==> config.mk <==
export PLATFORM = sky130hd
export DESIGN_NAME = sar_adc_ctrl
export DESIGN_NICKNAME = d
export VERILOG_FILES = /design/src/rtl/sar_pkg.sv /design/src/rtl/sar_settle_timer.sv /design/src/rtl/sar_search_core.sv /design/src/rtl/sar_result_map.sv /design/src/rtl/sar_adc_ctrl.sv
export SDC_FILE = /design/constraint.sdc
export NUM_CORES = 1
export LEC_CHECK = 0
export ABC_AREA = 1
export ABC_CLOCK_PERIOD_IN_PS = 2300
export BUFFER_PORTS_ARGS = -buffer_cell sky130_fd_sc_hd__clkbuf_2
export CAP_MARGIN = 20
export CORE_MARGIN = 5
export CORE_UTILIZATION = 56
export CTS_CLUSTER_SIZE = 12
export DETAILED_ROUTE_END_ITERATION = 6
export GPL_TIMING_DRIVEN = 0
export MAX_ROUTING_LAYER = met4
export PLACE_DENSITY = 0.79
export SKIP_CTS_REPAIR_TIMING = 1
export SLEW_MARGIN = 0
export SYNTH_ARGS = -nofsm -noshare
export SYNTH_HDL_FRONTEND = slang
export SYNTH_HIERARCHICAL = 1
export SYNTH_SLANG_ARGS = --single-unit
==> constraint.sdc <==
create_clock -name clk -period 2.3 [get_ports clk]
set_clock_uncertainty 0.2 [all_clocks]
set_input_delay 0.46 -clock clk [delete_from_list [all_inputs] [get_ports clk]]
set_output_delay 0.46 -clock clk [all_outputs]
set_load 0.02 [all_outputs]
==> src/rtl/sar_pkg.sv <==
// Package: shared types of the successive approximation sequencer.
// Assumes nothing beyond IEEE 1800-2017 packages.
package sar_pkg;

    // Result scale chosen at the start of a conversion.
    typedef enum logic {
        MODE_BINARY = 1'b0,
        MODE_FULL   = 1'b1
    } sar_mode_e;

endpackage

==> src/rtl/sar_settle_timer.sv <==
// Settle timer: raises tick once every SETTLE busy cycles, so that each
// decision is taken SETTLE cycles after its trial code was presented.
// Assumes launch restarts the count on the edge that begins a conversion.
module sar_settle_timer #(
    parameter int SETTLE = 1
) (
    input  logic clk,
    input  logic rst_n,
    input  logic launch,
    input  logic run,
    output logic tick
);
    localparam int CW = (SETTLE > 1) ? $clog2(SETTLE) : 1;

    logic [CW-1:0] cnt_q;

    // Decision point: last settle cycle of the current step.
    always_comb tick = run && (cnt_q == CW'(SETTLE - 1));

    // Count settle cycles; restart at launch and after each decision.
    always_ff @(posedge clk) begin
        if (!rst_n)              cnt_q <= '0;
        else if (launch || tick) cnt_q <= '0;
        else if (run)            cnt_q <= cnt_q + 1'b1;
    end

endmodule

==> src/rtl/sar_search_core.sv <==
// Search core: holds the partial code and the index of the bit under test,
// decides one bit per tick and presents the next trial code. In full-scale
// mode the first trial is the reference level (bit WIDTH); once that one
// compares high the code is pinned there for the remaining decisions.
// Assumes cmp_above is valid whenever tick is high.
module sar_search_core
    import sar_pkg::*;
#(
    parameter int WIDTH  = 8,
    parameter int SETTLE = 1
) (
    input  logic            clk,
    input  logic            rst_n,
    input  logic            start,
    input  sar_mode_e       mode_sel,
    input  logic            cmp_above,
    input  logic            tick,
    output logic            busy,
    output logic            launch,
    output logic            finish,
    output logic            fs_mode,
    output logic [WIDTH:0]  x_value,
    output logic [WIDTH:0]  dac_code
);
    localparam int WW = WIDTH + 1;
    localparam int IW = $clog2(WIDTH + 1);
    localparam logic [WIDTH:0] TOP_CODE = WW'(1) << WIDTH;
    localparam logic [WIDTH:0] MID_CODE = WW'(1) << (WIDTH - 1);
    localparam int CYC_BIN  = WIDTH * SETTLE;
    localparam int CYC_FULL = (WIDTH + 1) * SETTLE;

    logic            busy_q;
    logic            fs_q;
    logic [IW-1:0]   idx_q;
    logic [WIDTH:0]  work_q;
    logic [WIDTH:0]  cur_mask;
    logic [WIDTH:0]  next_mask;
    logic [WIDTH:0]  decided;
    logic            last;
    logic            decide;

    // Decision logic: keep the tested bit on a high compare, clear it otherwise.
    always_comb begin
        cur_mask  = WW'(1) << idx_q;
        decided   = cmp_above ? work_q : (work_q & ~cur_mask);
        last      = (idx_q == '0);
        next_mask = (last || (fs_q && decided[WIDTH])) ? '0 : (cur_mask >> 1);
        launch    = start && !busy_q;
        decide    = busy_q && tick;
    end

    // Search state: load the first trial at launch, step one bit per decision.
    always_ff @(posedge clk) begin
        if (!rst_n) begin
            busy_q <= 1'b0;
            fs_q   <= 1'b0;
            idx_q  <= '0;
            work_q <= '0;
        end else if (launch) begin
            busy_q <= 1'b1;
            fs_q   <= (mode_sel == MODE_FULL);
            idx_q  <= (mode_sel == MODE_FULL) ? IW'(WIDTH) : IW'(WIDTH - 1);
            work_q <= (mode_sel == MODE_FULL) ? TOP_CODE : MID_CODE;
        end else if (decide) begin
            work_q <= decided | next_mask;
            if (last) busy_q <= 1'b0;
            else      idx_q  <= idx_q - 1'b1;
        end
    end

    // Outputs toward the DAC and the result stage.
    always_comb begin
        busy     = busy_q;
        finish   = decide && last;
        fs_mode  = fs_q;
        x_value  = decided;
        dac_code = busy_q ? work_q : '0;
    end

    // Checker-only counter of busy cycles in the current conversion.
    logic [31:0] busy_cycles;
    always_ff @(posedge clk) begin
        if (!rst_n)      busy_cycles <= '0;
        else if (launch) busy_cycles <= '0;
        else if (busy_q) busy_cycles <= busy_cycles + 1'b1;
    end

    AST_BUSY_ON_START: assert property (@(posedge clk) disable iff (!rst_n)
        (start && !busy_q) |=> busy_q);
    AST_NO_EARLY_END: assert property (@(posedge clk) disable iff (!rst_n)
        (busy_q && !finish) |=> busy_q);
    AST_STEP_COUNT: assert property (@(posedge clk) disable iff (!rst_n)
        finish |-> (busy_cycles == 32'(fs_q ? CYC_FULL - 1 : CYC_BIN - 1)));
    AST_TOP_HOLD: assert property (@(posedge clk) disable iff (!rst_n)
        (decide && fs_q && decided[WIDTH] && !last) |=> (dac_code == TOP_CODE));

endmodule

==> src/rtl/sar_result_map.sv <==
// Result stage: maps the resolved value onto the output scale and registers
// it together with the one-cycle done strobe. In full-scale mode the mid
// code is removed so that x = 2^WIDTH lands on all ones.
// Assumes x_in never exceeds 2^WIDTH.
module sar_result_map #(
    parameter int WIDTH = 8
) (
    input  logic             clk,
    input  logic             rst_n,
    input  logic             take,
    input  logic             full,
    input  logic [WIDTH:0]   x_in,
    output logic             done,
    output logic [WIDTH-1:0] result
);
    localparam int WW = WIDTH + 1;
    localparam logic [WIDTH:0] HALF = WW'(1) << (WIDTH - 1);

    logic [WIDTH:0] shifted;

    // Scale mapping: drop one code at and above mid scale in full-scale mode.
    always_comb shifted = (full && (x_in >= HALF)) ? (x_in - 1'b1) : x_in;

    // Result register and strobe, updated on the same edge.
    always_ff @(posedge clk) begin
        if (!rst_n) begin
            done   <= 1'b0;
            result <= '0;
        end else begin
            done <= take;
            if (take) result <= shifted[WIDTH-1:0];
        end
    end

    AST_MAP_FITS: assert property (@(posedge clk) disable iff (!rst_n)
        take |-> !shifted[WIDTH]);
    AST_DONE_PULSE: assert property (@(posedge clk) disable iff (!rst_n)
        done |=> !done);
    AST_RESULT_HOLD: assert property (@(posedge clk) disable iff (!rst_n)
        (!done && $past(rst_n)) |-> $stable(result));

endmodule

==> src/rtl/sar_adc_ctrl.sv <==
// Successive approximation sequencer top: joins the settle timer, the search
// core and the result stage. Assumes the comparator answers within SETTLE
// cycles of a trial code change and that rst_n is synchronous to clk.
module sar_adc_ctrl #(
    parameter int WIDTH  = 8,
    parameter int SETTLE = 1
) (
    input  logic             clk,
    input  logic             rst_n,
    input  logic             start,
    input  logic             full_scale,
    input  logic             cmp_above,
    output logic [WIDTH:0]   dac_code,
    output logic             busy,
    output logic             done,
    output logic [WIDTH-1:0] result
);
    logic           launch;
    logic           tick;
    logic           finish;
    logic           fs_mode;
    logic [WIDTH:0] x_value;

    sar_settle_timer #(.SETTLE(SETTLE)) timer_i (
        .clk    (clk),
        .rst_n  (rst_n),
        .launch (launch),
        .run    (busy),
        .tick   (tick)
    );

    sar_search_core #(.WIDTH(WIDTH), .SETTLE(SETTLE)) core_i (
        .clk       (clk),
        .rst_n     (rst_n),
        .start     (start),
        .mode_sel  (sar_pkg::sar_mode_e'(full_scale)),
        .cmp_above (cmp_above),
        .tick      (tick),
        .busy      (busy),
        .launch    (launch),
        .finish    (finish),
        .fs_mode   (fs_mode),
        .x_value   (x_value),
        .dac_code  (dac_code)
    );

    sar_result_map #(.WIDTH(WIDTH)) map_i (
        .clk    (clk),
        .rst_n  (rst_n),
        .take   (finish),
        .full   (fs_mode),
        .x_in   (x_value),
        .done   (done),
        .result (result)
    );

    AST_DONE_ENDS_BUSY: assert property (@(posedge clk) disable iff (!rst_n)
        done |-> !busy);

endmodule

---- After elaboration in Yosys (flattened, before gate mapping) ----
Index checks and enable logic that the tools add are counted.
storage, ports and cells
  register bits after elaboration ......... 25
  output and inout bits ................... 19
  input bits .............................. 5
cells by class
  bitwise gates (word level) .............. 5
  reductions and logical operators ........ 15
  add/subtract/negate cells ............... 3
  muxes and demuxes ....................... 14
  equal/unequal tests ..................... 1
  shift operators ......................... 1
  order comparisons ....................... 1
operators by type and width
  cell                 number
  $mux 9               5
  $mux 4               4
  $mux 8               2
  $and 9x9->9          1
  $ge 9x8->1 const B   1
  $not 9->9            1
  $or 9x8->9           1
  $shl 1x4->9 const A  1
  $sub 8x1->8 const B  1
  $logic_and 1x1->1    6
  $logic_not 4->1      1
  $reduce_and 2->1     2
  $reduce_bool 2->1    2
  $sub 4x1->4 const B  1
  $mux 1               3
  $logic_or 1x1->1     2
  $ne 2x2->1 const B   1
  $not 1->1            2
  $reduce_or 2->1      1
  $add 1x1->1 const B  1
  $logic_not 1->1      1

---- Logic depth before layout (Yosys ltp) ----
Gate-level depths: netlist of run 1.
  depth after elaboration ................. 10
  gate-level depth with buffers ........... 15

---- Modules after synthesis ----
The synthesis of run 1 kept the hierarchy.
modules (own cells, without submodules)
  module            cells each  seq. area each (um2)  area each (um2)  instances
  sar_search_core   159         300.3                 1014.7           1
  sar_result_map    92          180.2                 565.5            1
  sar_settle_timer  7           20.0                  42.5             1

---- Least setup slack after synthesis of run 1 ----
No wires, ideal clock.
  path type ............................... reg-to-reg
  from .................................... register core_i.idx_q[0]
  to ...................................... register map_i.result[2]
  cell stages (with the launch flop) ...... 14
  required time ........................... 1.985 ns
  library setup time ...................... 0.115 ns
  period minus slack after synthesis ...... 2.092 ns
  arrival time ............................ 1.776 ns
  path slack .............................. 0.208 ns
  path through ............................ dfxtp_1 inv_1 ha_1 nand2_2 buf_4 o21ai_2 inv_1 inv_1 ha_1 xor2_1 nand2_1 o21ai_0 o21ai_0 inv_1
between the ends
  word-level cells in the longest chain between the ends .. 7
  elaborated cells between the ends (all ways) .. 10
  those cells by class .................... add/sub: 1; order compare: 1; shift: 1; mux: 2; bitwise: 2; reduce/logical: 3
RTL lines
  item                    RTL line               source
  start, declared         sar_search_core.sv:34  logic [IW-1:0] idx_q;
  start signal, assigned  sar_search_core.sv:62  idx_q <= (mode_sel == MODE_FULL) ? IW'(WIDTH) : IW'(WIDTH - 1);
  start signal, assigned  sar_search_core.sv:67  else idx_q <= idx_q - 1'b1;
  $shl 1x4->9 (*)         sar_search_core.sv:44  cur_mask = WW'(1) << idx_q;
  $not 9->9 (*)           sar_search_core.sv:45  decided = cmp_above ? work_q : (work_q & ~cur_mask);
  $and 9x9->9 (*)         sar_search_core.sv:45
  $mux 9 (*)              sar_search_core.sv:45
  named net x_value[0]    sar_adc_ctrl.sv:22     logic [WIDTH:0] x_value;
  $ge 9x8->1              sar_result_map.sv:22   always_comb shifted = (full && (x_in >= HALF)) ? (x_in - 1'b1) : x_in;
  $logic_and 1x1->1       sar_result_map.sv:22
  $mux 8 (*)              sar_result_map.sv:22
  end signal, assigned    sar_result_map.sv:31   if (take) result <= shifted[WIDTH-1:0];
  end, declared           sar_result_map.sv:14   output logic [WIDTH-1:0] result
Mark *: on every way through the listed nets, which the timed path passes. The rest lies on a longest branch.
A chain may end at the register's enable or synchronous reset.

---- Worst setup path after layout of run 1 ----
  from .................................... register core_i.idx_q[1]
  to ...................................... register map_i.result[2]
The elaborated chain is that of the path after synthesis.

==> flow_summary.yaml, run 1 <==
synth:
  avgSynthCellArea_um2: 6.29
  synth-compound-area-share: 0.159
  synth.distinct_cells: 26
  synth_simple_gate_area_share: 0.329
  synth_top_cell_area_share: 0.308
  yosysTopAreaCell: "dfxtp_1"
  synthAdderAreaFrac: 0.0463
  syn_inst: 258
  ys_seq_area_frac: 0.308
  synth_area_um2: 1620
  async_flop_share: 0
  post_synth_main_area_contributors: "dfxtp_1 (31%), nand2_1 (16%), inv_1 (11%)"
  yosysWarningCount: 6
  synth_top_family_by_area: "simple AND/OR/NAND/NOR gates"
  synth-edff-count: 0
  ys_ff_latch: 25
  synthMuxAreaShare: 0
  syn-num-nets: 269
  synth-xor-area-share: 0.0162
  synth-main-ff-cell: "dfxtp_1"
floorplan:
  boundaryPins: 24
  dieWidth_um: 63.8
  start_util: 0.588
  die_y_um: 63.8
  rows: 19
  core_region_area_um2: 2760
  die_area_um2: 4070
routing:
  routed_wl_um: 3350
  first_pass_iters: 4
  wire_per_inst_um: 10.6
  vias: 1567
  antenna_left: 0
  drt-vias-per-instance: 4.96
  drc: 0
  drt_iter0_drc: 89
worst_setup_path:
  critical_path_class: "register to register"
  r2r-end: "map_i/result[2]$_SDFFE_PN0P_"
  arrival_ps: 2110
  critPathCapture: "map_i/result[2]$_SDFFE_PN0P_"
  endpoint_kind: "register"
  cp-start-kind: "register"
  r2r_start: "core_i/idx_q[1]$_SDFFE_PN0P_"
  r2r_cells: 13
  worstSetupStartpoint: "core_i/idx_q[1]$_SDFFE_PN0P_"
  cp_max_fo: 10
  cp.required_ps: 2330
  reg2reg_slack_ps: 220
hold_path:
  hold_start: "start"
  hp-class: "primary input to register"
final_layout:
  multi_input_comb_area_um2: 911
  antennaDiodeCount: 0
  drive_above_1_share: 0.207
  seqCellArea_um2: 502
  areaGrowthSynthToFinish_pct: 12.3
  nets: 297
  stdcell_count: 316
  num-fill-cells: 269
  final_util: 0.661
clocking:
  cts_buffers: 3
  clockRootBuffer: "clkbuf_4"
  clock_latency_ps: 320
  cts_tree: "built"
  cts_max_level: 1
  path_clk_slew_ps: 130
  cts_buffer_depth: 2
  cts.sinks: 25
placement:
  dpl.cell_count: 312
  gp_congestion: 0.859
  dp_hpwl_um: 2580
  portBuffers: 23
power:
  power.density_nw_per_um2: 499
  combPwrFrac: 0.257
  vdd_drop_max_mv: 0.427
  p_int_uw: 603
  power_uw: 909
  leakage_uw: 0.00104
  swShare: 0.336
  p_clk_frac: 0.216
  p_switching_uw: 306
  p_seq_frac: 0.527
global_route:
  gr-total-overflow: 0
  antenna_found_initial: 0
  grt_usage: 0.183
  grt_max_degree: 14
  grt_first_pass_wirelength_um: 6110
  first_global_vias: 1445
sta:
  finalHoldViolations: 0
  slew_headroom: 0.703
  rsz0062_at_grt: "false"
  slew_viol_final: 0
  report.final.setup_viol: 0
  min_period_ps: 2080
  fin_crit_sh: 0.902
  fmax_ghz: 0.482
  worst_pin_slew_ps: 446
run_status:
  status: "finished, final reports clean"
job:
  drv_cap: 0
cells in the mapped netlist, types with 2 or more instances:
cell and count:
nand2_1 68, inv_1 47, dfxtp_1 25, nor2_1 21, a21oi_1 17, nand3_1 17
o21ai_0 17, ha_1 6, inv_2 6, nand2_2 4, buf_4 3, nor2_2 3
nor2_4 3, xor2_1 3, a21oi_2 2, clkbuf_1 2, nand3_2 2, nand4_1 2
o21ai_1 2, o21ai_2 2
worst min-delay path by stage:
stage                                  to  slack (ps)  cells after the start
2_1_floorplan  timer_i/cnt_q$_SDFFE_PP0P_         210                      2
3_3_place_gp   timer_i/cnt_q$_SDFFE_PP0P_         220                      2
3_5_place_dp   timer_i/cnt_q$_SDFFE_PP0P_         230                      2
4_1_cts          core_i/busy$_SDFFE_PN0P_         200                      3
5_1_grt          core_i/busy$_SDFFE_PN0P_         250                      3
6_report         core_i/busy$_SDFFE_PN0P_         200                      3
layout make-up:
type,count,share of cell area
well taps,31,0.0213
flip-flops and latches,25,0.275
plain buffers,5,0.0172
multi-input cells,175,0.500
inverters,53,0.109
clock buffers,4,0.0144
repair buffers,23,0.0631
flip-flops by register name (all words and copies together) (netlist names):
| signal | count |
|---|---|
| core_i/work_q | 9 |
| core_i/busy | 1 |
| map_i/done | 1 |
| map_i/result | 8 |
| timer_i/cnt_q | 1 |
| core_i/fs_mode | 1 |
| core_i/idx_q | 4 |
worst max-delay path, cell delays in order, from the launching register on:
cell	delay [ps]
dfxtp_1	390
inv_1	100
ha_2	200
nand2_2	80
buf_4	180
o21ai_2	70
inv_1	100
inv_2	70
ha_4	180
xor2_1	140
nand2_1	50
o21ai_0	80
o21ai_1	120
inv_1	40
routing by layer:
| metal | wire length (um) | track usage |
|---|---|---|
| met1 | 1570 | 0.220 |
| met2 | 1590 | 0.310 |
| met3 | 130 | 0.0210 |
| met4 | 57 | 0.0701 |
| met5 | 0 | - |
metrics by stage:
stage	hold WS [ps]	instance area [um^2]	setup WS (ps)	TNS (ps)
floorplan	214	1620	208	0
global route	249	1820	10.8	0
global placement	223	1780	7.82	0
detailed placement	229	1780	0.479	0
CTS	196	1800	-15.9	-15.9
finish	205	1820	225	0
kinds of logic after synthesis:
| family | Yosys count |
|---|---|
| buffers and inverters | 58 |
| flip-flops | 25 |
| XOR/XNOR | 3 |
| adder cells (fa/ha/maj) | 6 |
| AO/OA/AOI/OAI | 45 |
| AND/OR/NAND/NOR | 121 |
power by group through the flow:
stage                     registers [uW]  clock network (uW)  logic (uW)
after floorplan                      496                   0         166
after global placement               488                   0         228
after detailed placement             488                   0         231
after CTS                            478                 208         232
after global routing                 484                 223         268
final                                479                 196         234
cells in the final DEF (no fill, tap or decap), drive strengths merged, types with 2 or more instances in the layout:
cell,instances
nor2,27
dfxtp,25
ha,6
clkbuf,29
a21oi,19
nand3,19
buf,3
o21ai,21
nand2,72
nand4,2
xor2,3
a211oi,2
inv,53
(Power assumes the default switching activity.)
==> run 2, diff against run 1 <==
Settings changed: CELL_PAD_IN_SITES_DETAIL_PLACEMENT set to 0, CELL_PAD_IN_SITES_GLOBAL_PLACEMENT set to 1, CORE_UTILIZATION 56 to 39, PLACE_DENSITY 0.79 to unset, PLACE_DENSITY_LB_ADDON set to 0.1.
==> flow_summary.yaml, run 2 (synthesis results as in run 1) <==
run_status:
  status: "finished, final reports clean"
hold_path:
  hp-class: "register to register"
  hold_start: "timer_i/cnt_q$_SDFFE_PP0P_"
clocking:
  cts_tree: "built"
  path_clk_slew_ps: 90
  cts_buffers: 3
  cts_max_level: 1
  clockRootBuffer: "clkbuf_8"
  cts_buffer_depth: 2
  cts.sinks: 25
  clock_latency_ps: 270
global_route:
  gr-total-overflow: 0
  grt_usage: 0.160
  antenna_found_initial: 0
  grt_first_pass_wirelength_um: 6600
  first_global_vias: 1415
  grt_max_degree: 15
final_layout:
  reg_top3: "core_i/work_q: 9 flops, map_i/result: 8 flops, core_i/idx_q: 4 flops"
  num-fill-cells: 463
  areaGrowthSynthToFinish_pct: 15.3
  final_common_cell: "nand2_1"
  largest_register_ff_count: 9
  final_cell_mix: "nand2_1 (68), inv_1 (44), clkbuf_2 (24), dfxtp_1 (23), nor2_1 (21)"
  nets: 297
  regMostFlops: "core_i/work_q"
  stdcell_count: 335
  antennaDiodeCount: 0
  drive_above_1_share: 0.214
worst_setup_path:
  cp-start-kind: "register"
  arrival_ps: 2080
  reg2reg_slack_ps: 190
  critical_path_class: "register to register"
  r2r_start: "core_i/idx_q[2]$_SDFFE_PN0P_"
  cp.required_ps: 2270
  endpoint_kind: "register"
  worstSetupStartpoint: "core_i/idx_q[2]$_SDFFE_PN0P_"
  cp_max_fo: 8
power:
  vdd_drop_max_mv: 0.250
  power.density_nw_per_um2: 528
  leakage_uw: 0.00105
routing:
  first_pass_iters: 4
  drt-vias-per-instance: 4.73
  routed_wl_um: 3950
  drt_iter0_drc: 86
  antenna_left: 0
  vias: 1586
  wire_per_inst_um: 11.8
  drc: 0
sta:
  worst_pin_slew_ps: 550
  report.final.setup_viol: 0
  slew_headroom: 0.633
  fin_crit_sh: 0.918
  finalHoldViolations: 0
  tns_ps: 0
  fin_hold_ws_ps: 237
  min_period_ps: 2110
  slew_viol_final: 0
  fmax_ghz: 0.474
floorplan:
  dieWidth_um: 74.5
  start_util: 0.403
  die_y_um: 74.5
  boundaryPins: 24
  die_area_um2: 5550
  rows: 23
  core_region_area_um2: 4030
job:
  drv_cap: 0
placement:
  gp_congestion: 0.851
  dpl.cell_count: 331
  portBuffers: 23
  dp_hpwl_um: 3020
==> run 2: worst max-delay path, stage by stage, from the launching register on <==
cell and delay [ps]:
dfxtp_1 520, inv_2 90, nor3_1 350, a21oi_1 210, nor2_1 230, nor2_4 90, nand2_1 70, o21ai_0 60
o21ai_0 140, inv_1 50
==> run 2: final timing paths <==
| check | end | cells after the start |
|---|---|---|
| worst max-delay path | map_i/result[2]$_SDFFE_PN0P_ | 9 |
| worst min-delay path | timer_i/cnt_q$_SDFFE_PP0P_ | 2 |
| worst max register to register | map_i/result[2]$_SDFFE_PN0P_ | 9 |
| worst min register to register | timer_i/cnt_q$_SDFFE_PP0P_ | 2 |
==> run 2: layout make-up <==
cell class | count | area [um^2] | area share
inverter | 53 | 199 | 0.106
tap | 50 | 62.6 | 0.0334
buffer | 5 | 31.3 | 0.0167
clock buffer | 3 | 41.3 | 0.0221
multi-input combinational | 175 | 913 | 0.488
timing repair buffer | 23 | 115 | 0.0615
sequential | 25 | 503 | 0.269
clock inverter | 1 | 5.00 | 0.00268
==> run 2: where the power goes <==
group | internal, uW | switching [uW] | total (uW)
sequential | 456 | 25.0 | 481
clock | 121 | 146 | 268
combinational | 80.7 | 158 | 239
==> run 2: metrics by stage <==
step | power, uW | cell area, um^2 | util | setup slack, ps
4_1_cts | 1000 | 1850 | 0.458 | -13.7
2_1_floorplan | 662 | 1620 | - | 208
3_3_place_gp | 723 | 1800 | 0.447 | 5.58
5_1_grt | 1060 | 1870 | 0.464 | -9.81
3_5_place_dp | 723 | 1800 | 0.447 | -3.66
6_report | 988 | 1870 | 0.464 | 189
==> run 2: metal layers <==
| layer | share of wire | global-route usage |
|---|---|---|
| met5 | 0 | - |
| met4 | 0.0061 | 0.0534 |
| met3 | 0.040 | 0.0162 |
| met2 | 0.43 | 0.230 |
| met1 | 0.52 | 0.232 |
